[src/rtl/dma_csr_pkg.sv]
// Shared types and offsets for the DMA control register bank.
// Assumes engines report their state with the 2-bit code below.
package dma_csr_pkg;

    typedef enum logic [1:0] {
        ENG_STOPPED   = 2'b00,
        ENG_RUNNING   = 2'b01,
        ENG_SUSPENDED = 2'b10,
        ENG_RESERVED  = 2'b11
    } eng_state_e;

    localparam logic [7:0] OFS_BUSCFG  = 8'h00;
    localparam logic [7:0] OFS_TX_KICK = 8'h08;
    localparam logic [7:0] OFS_RX_KICK = 8'h10;
    localparam logic [7:0] OFS_RX_BASE = 8'h18;
    localparam logic [7:0] OFS_TX_BASE = 8'h20;

    localparam int SKIP_W = 5;

    typedef struct packed {
        logic              big_endian;
        logic [SKIP_W-1:0] skip_len;
        logic              tx_priority;
    } buscfg_t;

endpackage

[src/rtl/dma_csr_buscfg.sv]
// Bus-configuration register plus the self-timed software reset.
// Accepts a write only while both engines are stopped and no reset
// window is open; a set bit 0 opens a RST_CYCLES-long reset window.
module dma_csr_buscfg
    import dma_csr_pkg::*;
#(
    parameter int RST_CYCLES = 16
) (
    input  logic       clk,
    input  logic       rst_n,
    input  logic       wr_hit,
    input  logic [7:0] wdata,
    input  logic       both_stopped,
    output buscfg_t    cfg_o,
    output logic       soft_reset_o,
    output logic       reject_o
);
    localparam int CNT_W = $clog2(RST_CYCLES + 1);
    localparam logic [CNT_W-1:0] RST_LOAD = CNT_W'(RST_CYCLES);

    logic [CNT_W-1:0] rst_cnt;
    logic             accept;

    // Acceptance rule for a configuration write
    always_comb begin
        accept   = wr_hit && both_stopped && (rst_cnt == '0);
        reject_o = wr_hit && !accept;
    end

    // Configuration fields load from an accepted write
    always_ff @(posedge clk) begin
        if (!rst_n)
            cfg_o <= '0;
        else if (accept)
            cfg_o <= '{big_endian: wdata[7], skip_len: wdata[6:2], tx_priority: wdata[1]};
    end

    // Reset window counter: load on request, count down to zero
    always_ff @(posedge clk) begin
        if (!rst_n)
            rst_cnt <= '0;
        else if (accept && wdata[0])
            rst_cnt <= RST_LOAD;
        else if (rst_cnt != '0)
            rst_cnt <= rst_cnt - 1'b1;
    end

    assign soft_reset_o = (rst_cnt != '0);

    // fields hold when engines are not both stopped
    p_cfg_hold_r2: assert property (@(posedge clk) disable iff (!rst_n)
        (wr_hit && !both_stopped) |=> $stable(cfg_o));

    // a reset window only opens after a write carrying bit 0
    p_rst_start_r3: assert property (@(posedge clk) disable iff (!rst_n)
        $rose(soft_reset_o) |-> $past(wr_hit && wdata[0]));

    // the reset window never touches the configuration fields
    p_rst_keeps_cfg_r4: assert property (@(posedge clk) disable iff (!rst_n)
        (soft_reset_o && !wr_hit) |=> $stable(cfg_o));

endmodule

[src/rtl/dma_csr_kick.sv]
// Kick register: a write of any value while the engine is suspended
// becomes a one-cycle start pulse on the following clock.
module dma_csr_kick
    import dma_csr_pkg::*;
(
    input  logic       clk,
    input  logic       rst_n,
    input  logic       wr_hit,
    input  logic [1:0] eng_state,
    output logic       kick_o,
    output logic       reject_o
);
    logic accept;

    // Acceptance rule for a kick write
    always_comb begin
        accept   = wr_hit && (eng_state == ENG_SUSPENDED);
        reject_o = wr_hit && !accept;
    end

    // Register the start pulse
    always_ff @(posedge clk) begin
        if (!rst_n)
            kick_o <= 1'b0;
        else
            kick_o <= accept;
    end

    // a pulse always traces back to a write seen in the suspended state
    p_kick_cause_r5: assert property (@(posedge clk) disable iff (!rst_n)
        kick_o |-> $past(wr_hit && eng_state == ENG_SUSPENDED));

    // without a write there is no pulse next cycle
    p_kick_idle_r6: assert property (@(posedge clk) disable iff (!rst_n)
        !wr_hit |=> !kick_o);

endmodule

[src/rtl/dma_csr_base.sv]
// Descriptor ring base register: keeps address bits 31:2 and reads the
// low two bits as zero. A write lands only while the engine is stopped.
module dma_csr_base
    import dma_csr_pkg::*;
#(
    parameter int ADDR_W = 32
) (
    input  logic              clk,
    input  logic              rst_n,
    input  logic              wr_hit,
    input  logic [1:0]        eng_state,
    input  logic [ADDR_W-1:0] wdata,
    output logic [ADDR_W-1:0] base_o,
    output logic              reject_o
);
    localparam int KEEP_W = ADDR_W - 2;

    logic [KEEP_W-1:0] base_q;
    logic              accept;

    // Acceptance rule for a base write
    always_comb begin
        accept   = wr_hit && (eng_state == ENG_STOPPED);
        reject_o = wr_hit && !accept;
    end

    // Store the word-aligned part of the address
    always_ff @(posedge clk) begin
        if (!rst_n)
            base_q <= '0;
        else if (accept)
            base_q <= wdata[ADDR_W-1:2];
    end

    assign base_o = {base_q, 2'b00};

    // base holds while the engine is not stopped
    p_base_hold_r8: assert property (@(posedge clk) disable iff (!rst_n)
        (eng_state != ENG_STOPPED) |=> $stable(base_o));

endmodule

[src/rtl/dma_csr_bank.sv]
// Register bank between a host register port and the two DMA engines.
// Decodes offsets, gates writes on engine state, flags dropped writes
// and returns read data combinationally for the addressed offset.
module dma_csr_bank
    import dma_csr_pkg::*;
#(
    parameter int RST_CYCLES = 16
) (
    input  logic        clk,
    input  logic        rst_n,
    input  logic        reg_wr,
    input  logic [7:0]  reg_addr,
    input  logic [31:0] reg_wdata,
    output logic [31:0] reg_rdata,
    input  logic [1:0]  tx_state,
    input  logic [1:0]  rx_state,
    output logic        big_endian,
    output logic [4:0]  skip_len,
    output logic        tx_priority,
    output logic [31:0] rx_desc_base,
    output logic [31:0] tx_desc_base,
    output logic        soft_reset,
    output logic        tx_kick,
    output logic        rx_kick,
    output logic        wr_reject
);
    localparam int NENG = 2;   // index 0 = transmit, 1 = receive

    buscfg_t                 cfg;
    logic                    cfg_hit, cfg_rej, mapped;
    logic [NENG-1:0]         kick_hit, kick_rej, kick;
    logic [NENG-1:0]         base_hit, base_rej;
    logic [NENG-1:0][1:0]    eng;
    logic [NENG-1:0][31:0]   base;

    assign eng = {rx_state, tx_state};

    // Address decode of the write strobe
    always_comb begin
        cfg_hit     = reg_wr && (reg_addr == OFS_BUSCFG);
        kick_hit[0] = reg_wr && (reg_addr == OFS_TX_KICK);
        kick_hit[1] = reg_wr && (reg_addr == OFS_RX_KICK);
        base_hit[0] = reg_wr && (reg_addr == OFS_TX_BASE);
        base_hit[1] = reg_wr && (reg_addr == OFS_RX_BASE);
        mapped      = cfg_hit || (|kick_hit) || (|base_hit);
    end

    dma_csr_buscfg #(.RST_CYCLES(RST_CYCLES)) u_buscfg (
        .clk          (clk),
        .rst_n        (rst_n),
        .wr_hit       (cfg_hit),
        .wdata        (reg_wdata[7:0]),
        .both_stopped ((tx_state == ENG_STOPPED) && (rx_state == ENG_STOPPED)),
        .cfg_o        (cfg),
        .soft_reset_o (soft_reset),
        .reject_o     (cfg_rej)
    );

    for (genvar i = 0; i < NENG; i++) begin : g_eng
        dma_csr_kick u_kick (
            .clk       (clk),
            .rst_n     (rst_n),
            .wr_hit    (kick_hit[i]),
            .eng_state (eng[i]),
            .kick_o    (kick[i]),
            .reject_o  (kick_rej[i])
        );
        dma_csr_base #(.ADDR_W(32)) u_base (
            .clk       (clk),
            .rst_n     (rst_n),
            .wr_hit    (base_hit[i]),
            .eng_state (eng[i]),
            .wdata     (reg_wdata),
            .base_o    (base[i]),
            .reject_o  (base_rej[i])
        );
    end

    assign big_endian   = cfg.big_endian;
    assign skip_len     = cfg.skip_len;
    assign tx_priority  = cfg.tx_priority;
    assign tx_desc_base = base[0];
    assign rx_desc_base = base[1];
    assign tx_kick      = kick[0];
    assign rx_kick      = kick[1];

    // Register the dropped-write flag
    always_ff @(posedge clk) begin
        if (!rst_n)
            wr_reject <= 1'b0;
        else
            wr_reject <= cfg_rej || (|kick_rej) || (|base_rej);
    end

    // Read data mux for the addressed register
    always_comb begin
        case (reg_addr)
            OFS_BUSCFG:  reg_rdata = {24'h0, cfg.big_endian, cfg.skip_len, cfg.tx_priority, soft_reset};
            OFS_TX_KICK: reg_rdata = 32'hFFFF_FFFF;
            OFS_RX_KICK: reg_rdata = 32'hFFFF_FFFF;
            OFS_RX_BASE: reg_rdata = base[1];
            OFS_TX_BASE: reg_rdata = base[0];
            default:     reg_rdata = 32'h0;
        endcase
    end

    // a rejection flag always follows a write strobe
    p_reject_cause_r9: assert property (@(posedge clk) disable iff (!rst_n)
        wr_reject |-> $past(reg_wr));

    // writes to unmapped offsets never raise the flag
    p_unmapped_quiet_r10: assert property (@(posedge clk) disable iff (!rst_n)
        (reg_wr && !mapped) |=> !wr_reject);

    // kick offsets read all ones
    p_kick_read_r7: assert property (@(posedge clk) disable iff (!rst_n)
        (reg_addr == OFS_TX_KICK || reg_addr == OFS_RX_KICK) |-> (reg_rdata == 32'hFFFF_FFFF));

endmodule

[config.mk]
export PLATFORM = sky130hd
export DESIGN_NAME = dma_csr_bank
export DESIGN_NICKNAME = d
export VERILOG_FILES = /design/src/rtl/dma_csr_pkg.sv /design/src/rtl/dma_csr_buscfg.sv /design/src/rtl/dma_csr_kick.sv /design/src/rtl/dma_csr_base.sv /design/src/rtl/dma_csr_bank.sv
export SDC_FILE = /design/constraint.sdc
export NUM_CORES = 1
export LEC_CHECK = 0
export ABC_AREA = 1
export CAP_MARGIN = 10
export CORE_ASPECT_RATIO = 0.75
export CORE_MARGIN = 1
export CORE_UTILIZATION = 40
export CTS_BUF_LIST = sky130_fd_sc_hd__clkbuf_8
export DETAILED_ROUTE_END_ITERATION = 10
export PLACE_DENSITY = 0.88
export REMOVE_ABC_BUFFERS = 1
export SYNTH_ARGS = -nofsm -noshare
export SYNTH_HDL_FRONTEND = slang
export SYNTH_SLANG_ARGS = --single-unit
[constraint.sdc]
create_clock -name clk -period 1.6 [get_ports clk]
set_clock_uncertainty 0.2 [all_clocks]
set_input_delay 0.24 -clock clk [delete_from_list [all_inputs] [get_ports clk]]
set_output_delay 0.24 -clock clk [all_outputs]
set_load 0.02 [all_outputs]
==> flow_summary.json, run 1 <==
{
  "cts_buffers": 9,
  "cp.required_ps": 1160,
  "vias_per_cell": 5.21,
  "clk_pin_slew_ps": 90,
  "setup_viol": 108,
  "synth.largest_area_cell": "dfxtp_1",
  "syn_avg_cell_area_um2": 6.13,
  "drv_slew": 0,
  "seqPwrFrac_pct": 39.8,
  "synth_warnings": 0,
  "status": "complete, but fails checks",
  "layout-drive-gt1-share_pct": 35.9,
  "critPathCaptureType": "output port",
  "violations": "negative setup slack",
  "dp_hpwl_um": 8000,
  "p_sw_mw": 1.57,
  "dr.pass1.iters": 6,
  "ioPinCount": 154,
  "design_area_um2": 7290,
  "globalplace.congestion": 0.851,
  "cp_max_fo": 8,
  "syn2layout_area_growth_pct": 92.3,
  "clk_path_buf_depth": 2,
  "ant_nets": 0,
  "fin_crit_ps": 2050,
  "synthCells": 619,
  "p_comb_share_pct": 33.7,
  "synthArstFlopShare_pct": 0,
  "clock_sinks": 75,
  "ir_drop_mv": 0.451,
  "ys_types": 27,
  "synth_edf_count": 0,
  "layout_setup_ws_ps": -454,
  "wl_um": 18600,
  "crit_type": "input pin to output port",
  "synth-seq-cells": 75,
  "worstSkewPairLatency_ps": 340,
  "grt_pass1_wl_um": 21900,
  "worstPathArrival_ps": 1610,
  "root_buffer": "clkbuf_8",
  "postCtsHoldBufs": 0,
  "grt_usage_pct": 28.7,
  "ys_top_cells_by_count": "nand2_1 (221), nor2_1 (149), dfxtp_1 (75), inv_1 (74), nand3_1 (31)",
  "grt_max_degree": 31,
  "drcViolationCount": 0,
  "synthTopCellsByArea": "dfxtp_1 (40%), nand2_1 (22%), nor2_1 (15%), inv_1 (7.3%), nand3_1 (4.1%)",
  "start_kind": "input pin",
  "min-delay-path-class": "input pin to flop",
  "power_density_nw_per_um2": 674,
  "total_power_mw": 4.92,
  "place_area_um2": 5690,
  "p_int_mw": 3.35,
  "io_buffers": 149,
  "synth_most_common_cell": "nand2_1",
  "coreArea_um2": 9120,
  "synthFlopType": "dfxtp_1",
  "row_count": 30,
  "setup_tns_ps": -23110,
  "syn-cell-area_um2": 3790,
  "start_util_pct": 41.6,
  "switching_share_pct": 32.0,
  "fp.dieH_um": 86.3,
  "htree_levels": 3,
  "antenna_found_initial": 0,
  "hold_viol": 0,
  "clock_power_share_pct": 26.5,
  "fin_crit_sh_pct": 128,
  "rsz0062_at_grt": "true",
  "ys_seq_area_share_pct": 39.6,
  "place_ws_ps": -996,
  "dr_total_vias": 5097,
  "cts_tree": "yes",
  "leakagePower_nw": 4.20,
  "max_freq_mhz": 487,
  "synth_top_area_share_pct": 39.6,
  "nNetsFinal": 893,
  "die_area_um2": 9880,
  "final_util_pct": 79.9,
  "max_cap_violations": 0,
  "final.fill_count": 575,
  "overflow": 0,
  "grt_pass1_vias": 4518,
  "die_x_um": 114,
  "wl_per_cell_um": 19.1,
  "n_antenna_cell": 0,
  "first_iter_violations": 510
}
cell families after synthesis:
| logic type | count (synthesis) | synth area share [%] |
|---|---|---|
| buffers and inverters | 111 | 13.1 |
| and+or+nand+nor | 426 | 46.0 |
| xor gates and xnor gates | 3 | 0.693 |
| AOI/OAI and AO/OA | 2 | 0.264 |
| other | 1 | 0.0989 |
| adders and majority gates | 1 | 0.330 |
| DFF | 75 | 39.6 |
power by group through the flow:
| stage | Clock [mW] | Sequential (mW) | Combinational [mW] |
|---|---|---|---|
| floorplan | 0 | 1.99 | 0.391 |
| CTS | 1.31 | 1.95 | 1.25 |
| global placement | 0 | 1.98 | 0.855 |
| finish | 1.30 | 1.96 | 1.66 |
| global route | 1.40 | 1.96 | 1.74 |
| detailed placement | 0 | 1.98 | 0.871 |
routing by layer:
metal	GRT usage, %	vias up	share of wire [%]
li1	-	2269	-
met1	32.7	2346	37
met2	51.3	368	48
met3	7.76	114	10
met4	11.3	0	4.9
met5	0	-	0
worst paths after layout:
| kind | from | end | slack, ps | cells past startpoint |
|---|---|---|---|---|
| worst max-delay path | reg_addr[2] | reg_rdata[2] | -450 | 11 |
| worst min-delay path | rx_state[1] | g_eng[1].u_kick.kick_o | 80 | 3 |
| worst max register to register | u_buscfg.rst_cnt[1] | u_buscfg.cfg_o[5] | -370 | 12 |
| worst min register to register | g_eng[1].u_base.base_q[3] | g_eng[1].u_base.base_q[3] | 310 | 2 |
timing repair:
action	CTS	global route
setup endpoints to repair	175	116
setup buffers	24	19
resized for setup	426	119
pin swaps	52	27
cloned	7	12
area by class of cell:
cell class	count	area, um2	area share [%]
inverters	76	290	3.98
well taps	128	160	2.20
clock inverters	7	45.0	0.618
multi-input cells	437	2470	33.9
repair buffers	246	2700	37.0
clock buffers	9	124	1.70
flip-flops and latches	75	1500	20.6
stage by stage:
| stage | hold WS [ps] | std cells |
|---|---|---|
| after global routing | 63.1 | 978 |
| after global placement | 266 | 908 |
| after floorplan | 160 | 587 |
| final | 84.3 | 978 |
| after CTS | 121 | 950 |
| after detailed placement | 292 | 908 |
placed cells by master, fill, tap and decap left out, types with 2 or more instances in the layout:
cell type,n
buf_12,18
clkbuf_2,7
xor2_1,2
nand3_4,8
buf_6,53
nand3_1,6
nand2_4,31
conb_1,4
nor3_1,2
inv_2,6
clkinvlp_4,3
buf_4,49
clkdlybuf4s15_1,8
nor2_4,15
nor2_1,124
clkbuf_8,9
dfxtp_1,73
nor2_2,18
nand2_1,156
clkbuf_16,9
inv_1,69
clkdlybuf4s50_1,35
nand3_2,18
dlymetal6s2s_1,2
clkinv_2,2
nand4_1,7
or2_4,2
buf_2,4
buf_16,5
dfxtp_2,2
inv_4,2
dlygate4sd2_1,55
nand2_2,36
state kept, by name, indices dropped and copies added (netlist names):
name and count:
g_eng.u_kick.kick_o 2, wr_reject 1, g_eng.u_base.base_q 60, u_buscfg.rst_cnt 5, u_buscfg.cfg_o 7
critical path, stage by stage:
cell     delay, ps
buf_4          140
inv_4           70
nand2_4         70
nor2b_4        250
nand2_4        110
inv_4          100
buf_12         120
buf_12         150
nand2_2         60
nand4_1        150
buf_6          140
(Power assumes the default switching activity.)
==> run 2: changes to the inputs <==
- SLEW_MARGIN: not set -> 20
==> results of run 2 <==
Final layout, timing and power as in run 1 (identical DEF).
==> run 3: changes to the inputs <==
- CORE_ASPECT_RATIO: 0.75 -> not set
==> flow_summary.json, run 3 (synthesis gave the netlist of run 1 again) <==
{
  "status": "complete, but fails checks",
  "violations": "negative setup slack",
  "layout_setup_ws_ps": -271,
  "max_freq_mhz": 535,
  "cp.required_ps": 1160,
  "seqPwrFrac_pct": 39.3,
  "holdPathStages": 3,
  "cts_buffers": 9,
  "setup_viol": 106,
  "ant_nets": 0,
  "grt_max_degree": 38,
  "reg2regPathDepth": 11,
  "crit_type": "flop to output port",
  "max_cap_violations": 0,
  "fp.dieH_um": 99.4,
  "grt_usage_pct": 29.7,
  "die_x_um": 99.4,
  "multiInputGateArea_um2": 2700,
  "fin_crit_ps": 1870,
  "first_iter_violations": 226,
  "vias_per_cell": 5.14,
  "dr_total_vias": 4867,
  "grt_pass1_vias": 4345,
  "start_kind": "flop",
  "io_buffers": 149,
  "worstSkewPairLatency_ps": 350,
  "p_sw_mw": 1.49,
  "cts_tree": "yes",
  "clock_sinks": 75,
  "postCtsHoldBufs": 0,
  "cp_cell_sequence": "inv_2 > ha_4 > nand2_4 > nor2_4 > inv_2 > nand2_2 > nand2_2 > buf_6",
  "layout-drive-gt1-share_pct": 42.0,
  "cpMaxStageDelayCell": "dfxtp_2",
  "wl_per_cell_um": 18.8,
  "htree_levels": 3,
  "cpPeakStageDelay_ps": 350,
  "clk_pin_slew_ps": 90,
  "largest-register": "g_eng.u_base.base_q",
  "min-delay-path-class": "input pin to flop",
  "cp_num_cells": 8,
  "ioPinCount": 154,
  "antenna_found_initial": 0,
  "critPathCaptureType": "output port",
  "dp_hpwl_um": 7570,
  "power_density_nw_per_um2": 670,
  "syn2layout_area_growth_pct": 96.9,
  "final_cell_mix": "nor2_1 (113), nand2_1 (104), nand2_2 (75)",
  "ir_drop_mv": 0.620,
  "drv_slew": 0,
  "rsz0062_at_grt": "true",
  "place_area_um2": 5600,
  "start_util_pct": 41.2,
  "leakagePower_nw": 4.24,
  "cp_top_family": "flip-flops",
  "row_count": 35,
  "die_area_um2": 9870,
  "fin_crit_sh_pct": 117,
  "clock_power_share_pct": 33.3,
  "p_int_mw": 3.51,
  "worstPathArrival_ps": 1430,
  "overflow": 0,
  "globalplace.congestion": 0.819,
  "root_buffer": "clkbuf_8",
  "path_buf_inv": 3,
  "n_antenna_cell": 0,
  "hold_viol": 0,
  "place_ws_ps": -1000,
  "final_common_cell": "nor2_1",
  "wl_um": 17800,
  "dr.pass1.iters": 4,
  "largest_reg_flops": 60,
  "p_comb_share_pct": 27.3,
  "drcViolationCount": 0,
  "design_area_um2": 7470,
  "switching_share_pct": 29.8,
  "coreArea_um2": 9200,
  "grt_pass1_wl_um": 22500,
  "cp_max_fo": 3,
  "clk_path_buf_depth": 2,
  "seqCellArea_um2": 1500,
  "final.fill_count": 556,
  "nNetsFinal": 880,
  "reg_top3": "g_eng.u_base.base_q x60, u_buscfg.cfg_o x7, u_buscfg.rst_cnt x5"
}
## run 3: timing repair
action	in CTS	in global routing
gates resized for setup	426	215
endpoints found under the hold margin	0	0
buffers inserted	21	10
cloned	12	10
setup endpoints to repair	176	118
pin swaps	31	49
## run 3: metal layers
layer  vias to the layer above  GRT usage, %  wire length, um
li1                       2258             -                -
met1                      2253          36.2             6770
met2                       287          49.7             8810
met3                        69          5.62             1490
met4                         0          15.6              748
met5                         -             0                0
## run 3: path summary, 6_finish.rpt
path	slack [ps]	endpoint	start
max	-270	reg_rdata[0]	u_buscfg.rst_cnt[0]
min	50	g_eng[1].u_kick.kick_o	rx_state[1]
max reg2reg	-210	u_buscfg.cfg_o[1]	u_buscfg.rst_cnt[0]
min reg2reg	330	u_buscfg.cfg_o[6]	u_buscfg.cfg_o[6]
## run 3: worst min-delay path, cell delays in order
cell and delay [ps]:
dlymetal6s2s_1 140, nand2_1 110, nor3_1 60
## run 3: power by group through the flow
stage | logic [mW] | registers, mW | clock network (mW)
floorplan | 0.391 | 1.99 | 0
global placement | 0.815 | 1.98 | 0
detailed placement | 0.830 | 1.99 | 0
CTS | 1.09 | 1.96 | 1.63
global route | 1.44 | 1.97 | 1.75
finish | 1.37 | 1.97 | 1.67
## run 3: final cells by class
cell class	instances	area share, %
tap	111	1.86
sequential	75	20.1
timing repair buffer	234	35.1
inverter	76	3.92
clock buffer	10	1.84
clock inverter	5	1.04
multi-input combinational	436	36.1
## run 3: metrics by stage
stage	power (mW)	instances	utilization, %	TNS, ps	hold WS, ps
2_1_floorplan	2.38	587	-	-74390	160
3_3_place_gp	2.80	888	60.9	-72030	273
3_5_place_dp	2.82	888	60.9	-75340	271
4_1_cts	4.68	934	72.5	-7700	131
5_1_grt	5.16	947	81.2	-16830	24.9
6_report	5.00	947	81.2	-12860	47.4
